### src/rtl/refill_fifo_pkg.sv
// Package: refill_fifo_pkg
// Holds the default sizing shared by the FIFO modules and the bench.
// Assumes at least two caches, so that a cache number needs at least one bit.
package refill_fifo_pkg;
    localparam int DEF_DATA_W     = 32;
    localparam int DEF_NUM_CACHES = 4;
    localparam int DEF_DEPTH      = 2;
    localparam int DEF_ACK_LEVEL  = 2;
endpackage

### src/rtl/refill_store.sv
// Module: refill_store
// Circular storage for tagged refill entries, with a read pointer, a write pointer and an occupancy count.
// Assumes push_fire and pop_fire are already qualified by the caller:
// no push when full, no pop when empty.
module refill_store #(
    parameter int DATA_W    = refill_fifo_pkg::DEF_DATA_W,
    parameter int TAG_W     = 2,
    parameter int DEPTH     = refill_fifo_pkg::DEF_DEPTH,
    parameter int ACK_LEVEL = refill_fifo_pkg::DEF_ACK_LEVEL
) (
    input  logic              clk,
    input  logic              rst_n,
    input  logic              push_fire,
    input  logic [DATA_W-1:0] wr_data,
    input  logic [TAG_W-1:0]  wr_tag,
    input  logic              pop_fire,
    output logic [DATA_W-1:0] head_data,
    output logic [TAG_W-1:0]  head_tag,
    output logic              nonempty,
    output logic              room
);
    localparam int PTR_W = (DEPTH > 1) ? $clog2(DEPTH) : 1;
    localparam int CNT_W = $clog2(DEPTH + 1);
    localparam logic [PTR_W-1:0] LAST_PTR = PTR_W'(DEPTH - 1);
    localparam logic [CNT_W-1:0] ACK_CNT  = CNT_W'(ACK_LEVEL);

    logic [DATA_W-1:0] data_q [DEPTH];
    logic [TAG_W-1:0]  tag_q  [DEPTH];
    logic [PTR_W-1:0]  wr_ptr, rd_ptr;
    logic [CNT_W-1:0]  count;

    // Write the incoming entry into the slot at the write pointer.
    always_ff @(posedge clk) begin
        if (push_fire) begin
            data_q[wr_ptr] <= wr_data;
            tag_q[wr_ptr]  <= wr_tag;
        end
    end

    // Advance the pointers and the count; reset drops every entry.
    always_ff @(posedge clk) begin
        if (!rst_n) begin
            wr_ptr <= '0;
            rd_ptr <= '0;
            count  <= '0;
        end else begin
            if (push_fire)
                wr_ptr <= (wr_ptr == LAST_PTR) ? '0 : wr_ptr + 1'b1;
            if (pop_fire)
                rd_ptr <= (rd_ptr == LAST_PTR) ? '0 : rd_ptr + 1'b1;
            case ({push_fire, pop_fire})
                2'b10:   count <= count + 1'b1;
                2'b01:   count <= count - 1'b1;
                default: count <= count;
            endcase
        end
    end

    // Present the head entry and the occupancy flags.
    always_comb begin
        head_data = data_q[rd_ptr];
        head_tag  = tag_q[rd_ptr];
        nonempty  = (count != '0);
        room      = (count < ACK_CNT);
    end

    assert_no_overflow_R4: assert property (@(posedge clk) disable iff (!rst_n)
        count <= CNT_W'(DEPTH));
    assert_refused_push_R5: assert property (@(posedge clk) disable iff (!rst_n)
        (!room && !pop_fire) |=> count == $past(count));
    assert_pop_shrinks_R6: assert property (@(posedge clk) disable iff (!rst_n)
        (pop_fire && !push_fire) |=> count == $past(count) - 1'b1);
    assert_idle_empty_R8: assert property (@(posedge clk) disable iff (!rst_n)
        (!nonempty && !push_fire) |=> !nonempty);
    assert_push_pop_hold_R9: assert property (@(posedge clk) disable iff (!rst_n)
        (push_fire && pop_fire) |=> count == $past(count));
endmodule

### src/rtl/refill_head_route.sv
// Module: refill_head_route
// Decodes the head's cache number into per-cache valid bits and keeps only the pop from the head's owner.
// Assumes head_tag is meaningful only while nonempty is high.
module refill_head_route #(
    parameter int NUM_CACHES = refill_fifo_pkg::DEF_NUM_CACHES,
    parameter int TAG_W      = 2
) (
    input  logic                  nonempty,
    input  logic [TAG_W-1:0]      head_tag,
    input  logic [NUM_CACHES-1:0] cons_pop,
    output logic [NUM_CACHES-1:0] cons_valid,
    output logic                  pop_fire
);
    for (genvar gi = 0; gi < NUM_CACHES; gi++) begin : g_owner
        // Raise valid for this cache only when it owns the head.
        always_comb cons_valid[gi] = nonempty && (head_tag == TAG_W'(gi));
    end

    // Accept a pop only from the cache currently shown valid.
    always_comb pop_fire = |(cons_valid & cons_pop);
endmodule

### src/rtl/tagged_refill_fifo.sv
// Module: tagged_refill_fifo
// A refill FIFO shared by several caches. Entries carry a cache number, and each cache sees valid only for head entries tagged with its own number.
// Assumes the response side holds push_valid, push_data and push_tag steady until push_ack accepts them.
module tagged_refill_fifo #(
    parameter int DATA_W     = refill_fifo_pkg::DEF_DATA_W,
    parameter int NUM_CACHES = refill_fifo_pkg::DEF_NUM_CACHES,
    parameter int DEPTH      = refill_fifo_pkg::DEF_DEPTH,
    parameter int ACK_LEVEL  = refill_fifo_pkg::DEF_ACK_LEVEL,
    localparam int TAG_W     = $clog2(NUM_CACHES)
) (
    input  logic                  clk,
    input  logic                  rst_n,
    input  logic                  push_valid,
    input  logic [DATA_W-1:0]     push_data,
    input  logic [TAG_W-1:0]      push_tag,
    output logic                  push_ack,
    output logic [NUM_CACHES-1:0] cons_valid,
    output logic [DATA_W-1:0]     cons_data,
    input  logic [NUM_CACHES-1:0] cons_pop
);
    logic              push_fire;
    logic              pop_fire;
    logic              nonempty;
    logic              room;
    logic [TAG_W-1:0]  head_tag;
    logic [DATA_W-1:0] head_data;

    // Accept a push only when the occupancy leaves room.
    always_comb begin
        push_ack  = room;
        push_fire = push_valid && room;
        cons_data = head_data;
    end

    refill_store #(
        .DATA_W(DATA_W), .TAG_W(TAG_W), .DEPTH(DEPTH), .ACK_LEVEL(ACK_LEVEL)
    ) u_store (
        .clk(clk), .rst_n(rst_n),
        .push_fire(push_fire), .wr_data(push_data), .wr_tag(push_tag),
        .pop_fire(pop_fire),
        .head_data(head_data), .head_tag(head_tag),
        .nonempty(nonempty), .room(room)
    );

    refill_head_route #(
        .NUM_CACHES(NUM_CACHES), .TAG_W(TAG_W)
    ) u_route (
        .nonempty(nonempty), .head_tag(head_tag), .cons_pop(cons_pop),
        .cons_valid(cons_valid), .pop_fire(pop_fire)
    );

    assert_single_owner_R2: assert property (@(posedge clk) disable iff (!rst_n)
        $onehot0(cons_valid));
    assert_pop_needs_owner_R7: assert property (@(posedge clk) disable iff (!rst_n)
        (cons_pop & cons_valid) == '0 |-> !pop_fire);
    assert_valid_after_push_R11: assert property (@(posedge clk) disable iff (!rst_n)
        (push_fire && !nonempty) |=> (cons_valid != '0));
endmodule

### config.mk
export PLATFORM = sky130hd
export DESIGN_NAME = tagged_refill_fifo
export DESIGN_NICKNAME = d
export VERILOG_FILES = /design/src/rtl/refill_fifo_pkg.sv /design/src/rtl/refill_store.sv /design/src/rtl/refill_head_route.sv /design/src/rtl/tagged_refill_fifo.sv
export SDC_FILE = /design/constraint.sdc
export NUM_CORES = 1
export LEC_CHECK = 0
export ABC_AREA = 1
export CAP_MARGIN = 10
export CORE_MARGIN = 3
export CORE_UTILIZATION = 29
export CTS_BUF_LIST = sky130_fd_sc_hd__clkbuf_4
export CTS_CLUSTER_DIAMETER = 50
export DETAILED_ROUTE_END_ITERATION = 6
export SETUP_SLACK_MARGIN = 0.3
export SYNTH_ARGS = -nofsm -noshare
export SYNTH_HDL_FRONTEND = slang
export SYNTH_SLANG_ARGS = --single-unit
### constraint.sdc
create_clock -name clk -period 2.5 [get_ports clk]
set_input_delay 0.375 -clock clk [delete_from_list [all_inputs] [get_ports clk]]
set_output_delay 0.375 -clock clk [all_outputs]
set_load 0.02 [all_outputs]
==> summary.md <==
| Metric | Value |
|---|---|
| Flop2flop setup slack | around 0.47 ns |
| Vias/cell | approximately 4.1 |
| Leakage power | 0.00177 uW |
| FF+latch count, synth | 73 |
| Nets | approximately 360 |
| Htree depth | 3 |
| Yosys top cell area share | 0.727 |
| Die Y | between 100 and 150 um |
| Post-synth cell types | 17 |
| Fin cells | 447 |
| Worst Hold Class | reg2reg |
| Routed len/inst | between 10 and 15 um |
| Final hold violation count | 0 |
| Status | finished, final reports clean |
| I/O Pins | just under 80 |
| Area leader, netlist | edfxtp_1 |
| CP Data Arrival Time | about 1.8 ns |
| Routed vias | between 1.5k and 2k |
| Register area share after synthesis | 0.762 |
| Vias in the first global route | ~1.8k |
| Die Area | between 10,000 and 15,000 um^2 |
| Crit-path max cell delay | ~0.60 ns |
| Setup crit end kind | output pin |
| Final core utilization | 0.422 |
| Starting Density | 0.301 |
| R2R cell count | 13 |
| Slowest CP cell | clkdlybuf4s50_1 |
| Synth Instances | approximately 230 |
| Largest net degree at the start of global routing | 36 |
| F_max | 471 MHz |
| Hold path cells | 2 |
| Final Max Slew Viols | 0 |
| Dpl hpwl | around 3.7 mm |
| Post-synthesis cell area | ~2800 um^2 |
| Starting DRT DRC Count | 58 |
| I/O Buffers | 77 |
| Row cnt | 35 |
| Syn_nets | ~270 |
| WHS Endpoint | u_store.count[0] |
| Critical path, cell by cell | buf_6 > nand2_1 > nand2_1 > clkdlybuf4s50_1 |
| Tot GR Track Use | 0.106 |
| GR Overflow Total | 0 |
| Inserted Diodes | 0 |
| Post-route cell area | 3930 um^2 |
| Min-delay src | u_store.count[0] |
| Clk_lat worst skew | 0.39 ns |
| Max Root-Sink Buffers | 2 |
| Layout cells sized above 1 | 0.101 |
| Die span in x | roughly 100 um |
| CP required | between 2 and 2.5 ns |
| DRC viols | 0 |
| Final ANT Viol Nets | 0 |
| Final Power | around 4200 uW |
| Syn Area/Cell | 12.4 um^2 |
| Clock slew at reported path FFs | about 0.10 ns |
| Total Routed Length | about 5.5 mm |
| Placed instance count | around 430 |
| Pwr/cell area | approximately 1100 nW/um^2 |
| Cell mode on critical path | nand2_1 |
| Crit share post-route | 0.849 |
| First-pass GRT wire length | between 8 and 9 mm |
| Root buffer cell | clkbuf_4 |
| RSZ-0062 raised after global routing | yes |
| Delay-heaviest family, CP | buffers and inverters |
| Pre-antenna DRT Iters | 4 |
| Reg2Reg Capture Point | u_store.count[1] |
| Placer Congestion | 0.667 |
| Period minus WS final | approximately 2.1 ns |
| DP Area | roughly 3800 um^2 |
| CP Max Fanout | 18 |
| Placeable Area | slightly above 9000 um^2 |
| Top cells by area, synth | edfxtp_1 (73%), nand2_1 (14%), dfxtp_1 (3.6%), nand2_4 (1.6%), inv_1 (1.2%) |
| Inserted Clock Buffers | 9 |
| Antenna violations before repair | 0 |
| Sink Count | 73 |
| Max Cap Viol | 0 |
| Crit Path Class | reg2out |
| Startpoint types | flip-flop |
| Worst Path Buf+Inv | 2 |
| Pin slew with the least headroom to its limit | 0.277 ns |
| Worst Skew | between 0.01 and 0.015 ns |
| Worst vdd ir | between 0.0004 and 0.0005 V |
| P&R area growth vs syn | 40.0% |
| CTS Hold Buffers Added | 0 |
| Post-CTS Setup Bufs | 0 |
| Syn. warnings | 0 |
| TritonCTS clock tree | done |
| Slew headroom | 0.815 |
| Final setup violation count | 0 |
cells by family (layout without fill, tap and decap cells):
| family | count (synthesis) | after routing | synth area share |
|---|---|---|---|
| AOI/OAI and AO/OA | 8 | 8 | 0.0142 |
| DFF | 73 | 73 | 0.762 |
| and+or+nand+nor | 127 | 127 | 0.190 |
| buffers and inverters | 18 | 109 | 0.0294 |
| adders and majority gates | 1 | 1 | 0.00445 |
cells in the mapped netlist, drive strengths merged:
master  instances
clkbuf          6
nand3           1
nand2         111
a21oi           4
ha              1
nor2           12
inv            11
nand4           3
o21ai           4
edfxtp         68
buf             1
dfxtp           5
report_power, final:
| group | internal, uW | leakage [uW] | switching (uW) |
|---|---|---|---|
| Sequential | 1590 | 0.000677 | 76.0 |
| Clock | 199 | 0.0000548 | 362 |
| Combinational | 754 | 0.00104 | 1180 |
worst register-to-register path: stages (launching register included):
cell and delay (ns):
dfxtp_2 0.42, buf_6 0.20, nand2_1 0.11, nand2_4 0.11
inv_4 0.05, nand3_2 0.06, nand2_1 0.06, nor2_2 0.14
inv_1 0.06, ha_1 0.30, a21oi_1 0.11, o21ai_0 0.11
o21ai_0 0.16, a21oi_1 0.05
per-stage QoR:
| step | setup WS [ns] | hold slack, ns | setup TNS [ns] |
|---|---|---|---|
| after global placement | 0.469 | 0.491 | 0 |
| after detailed placement | 0.433 | 0.503 | 0 |
| after CTS | 0.312 | 0.521 | 0 |
| after floorplan | -0.0217 | 0.459 | -1.47 |
| final | 0.379 | 0.519 | 0 |
| after global routing | 0.228 | 0.509 | 0 |
cells in the final DEF, fill, tap and decap left out:
cell             count
dfxtp_2              1
edfxtp_1            68
clkinv_1             3
nand2_1            107
dfxtp_1              4
buf_6                2
nand2_4              4
a21oi_1              4
o21ai_0              4
nor2_4               3
clkinvlp_4           1
nand3_2              1
nand4_1              3
buf_4                4
clkbuf_2             1
clkinv_2             1
inv_4                1
dlygate4sd2_1        6
nor2_2               2
inv_1                9
inv_8                1
clkdlybuf4s50_1     43
ha_1                 1
dlymetal6s2s_1      27
clkbuf_4            10
nor2_1               7
state kept, by name, summed over array words and instances (netlist names), named ones only:
name,flops
u_store.count,2
u_store.data_q,64
u_store.rd_ptr,1
u_store.tag_q,4
u_store.wr_ptr,1
worst max-delay path by stage:
stage / from / end / slack, ns / cells after the start
after floorplan: u_store.count[1] / u_store.data_q[0][0] / -0.02 / 3
after global placement: flip-flop / u_store.count[1] / 0.47 / 13
after detailed placement: flip-flop / u_store.count[1] / 0.43 / 13
after CTS: flip-flop / cons_data[22] / 0.31 / 4
after global routing: flip-flop / cons_data[15] / 0.23 / 4
final: flip-flop / cons_data[22] / 0.38 / 4
repair_timing:
item / CTS / global route
setup endpoints to repair: 18 / 31
resized for setup: 10 / 29
endpoints found under the hold margin: 0 / 0
final cells by class:
cell class	instances	area [um^2]
clock buffers	10	75.1
clock inverters	5	23.8
fillers	892	5390
inverters	11	51.3
multi-input cells	136	601
flip-flops and latches	73	2140
well taps	129	161
repair buffers	83	878
metal layers:
metal | up-vias | wire [um] | track usage
met4 | 0 | 71 | 0.0370
li1 | 928 | - | -
met3 | 6 | 335 | 0.0466
met5 | - | 0 | 0
met1 | 839 | 2330 | 0.123
met2 | 48 | 2750 | 0.175
Note: power is estimated with default switching activity, not from simulation.
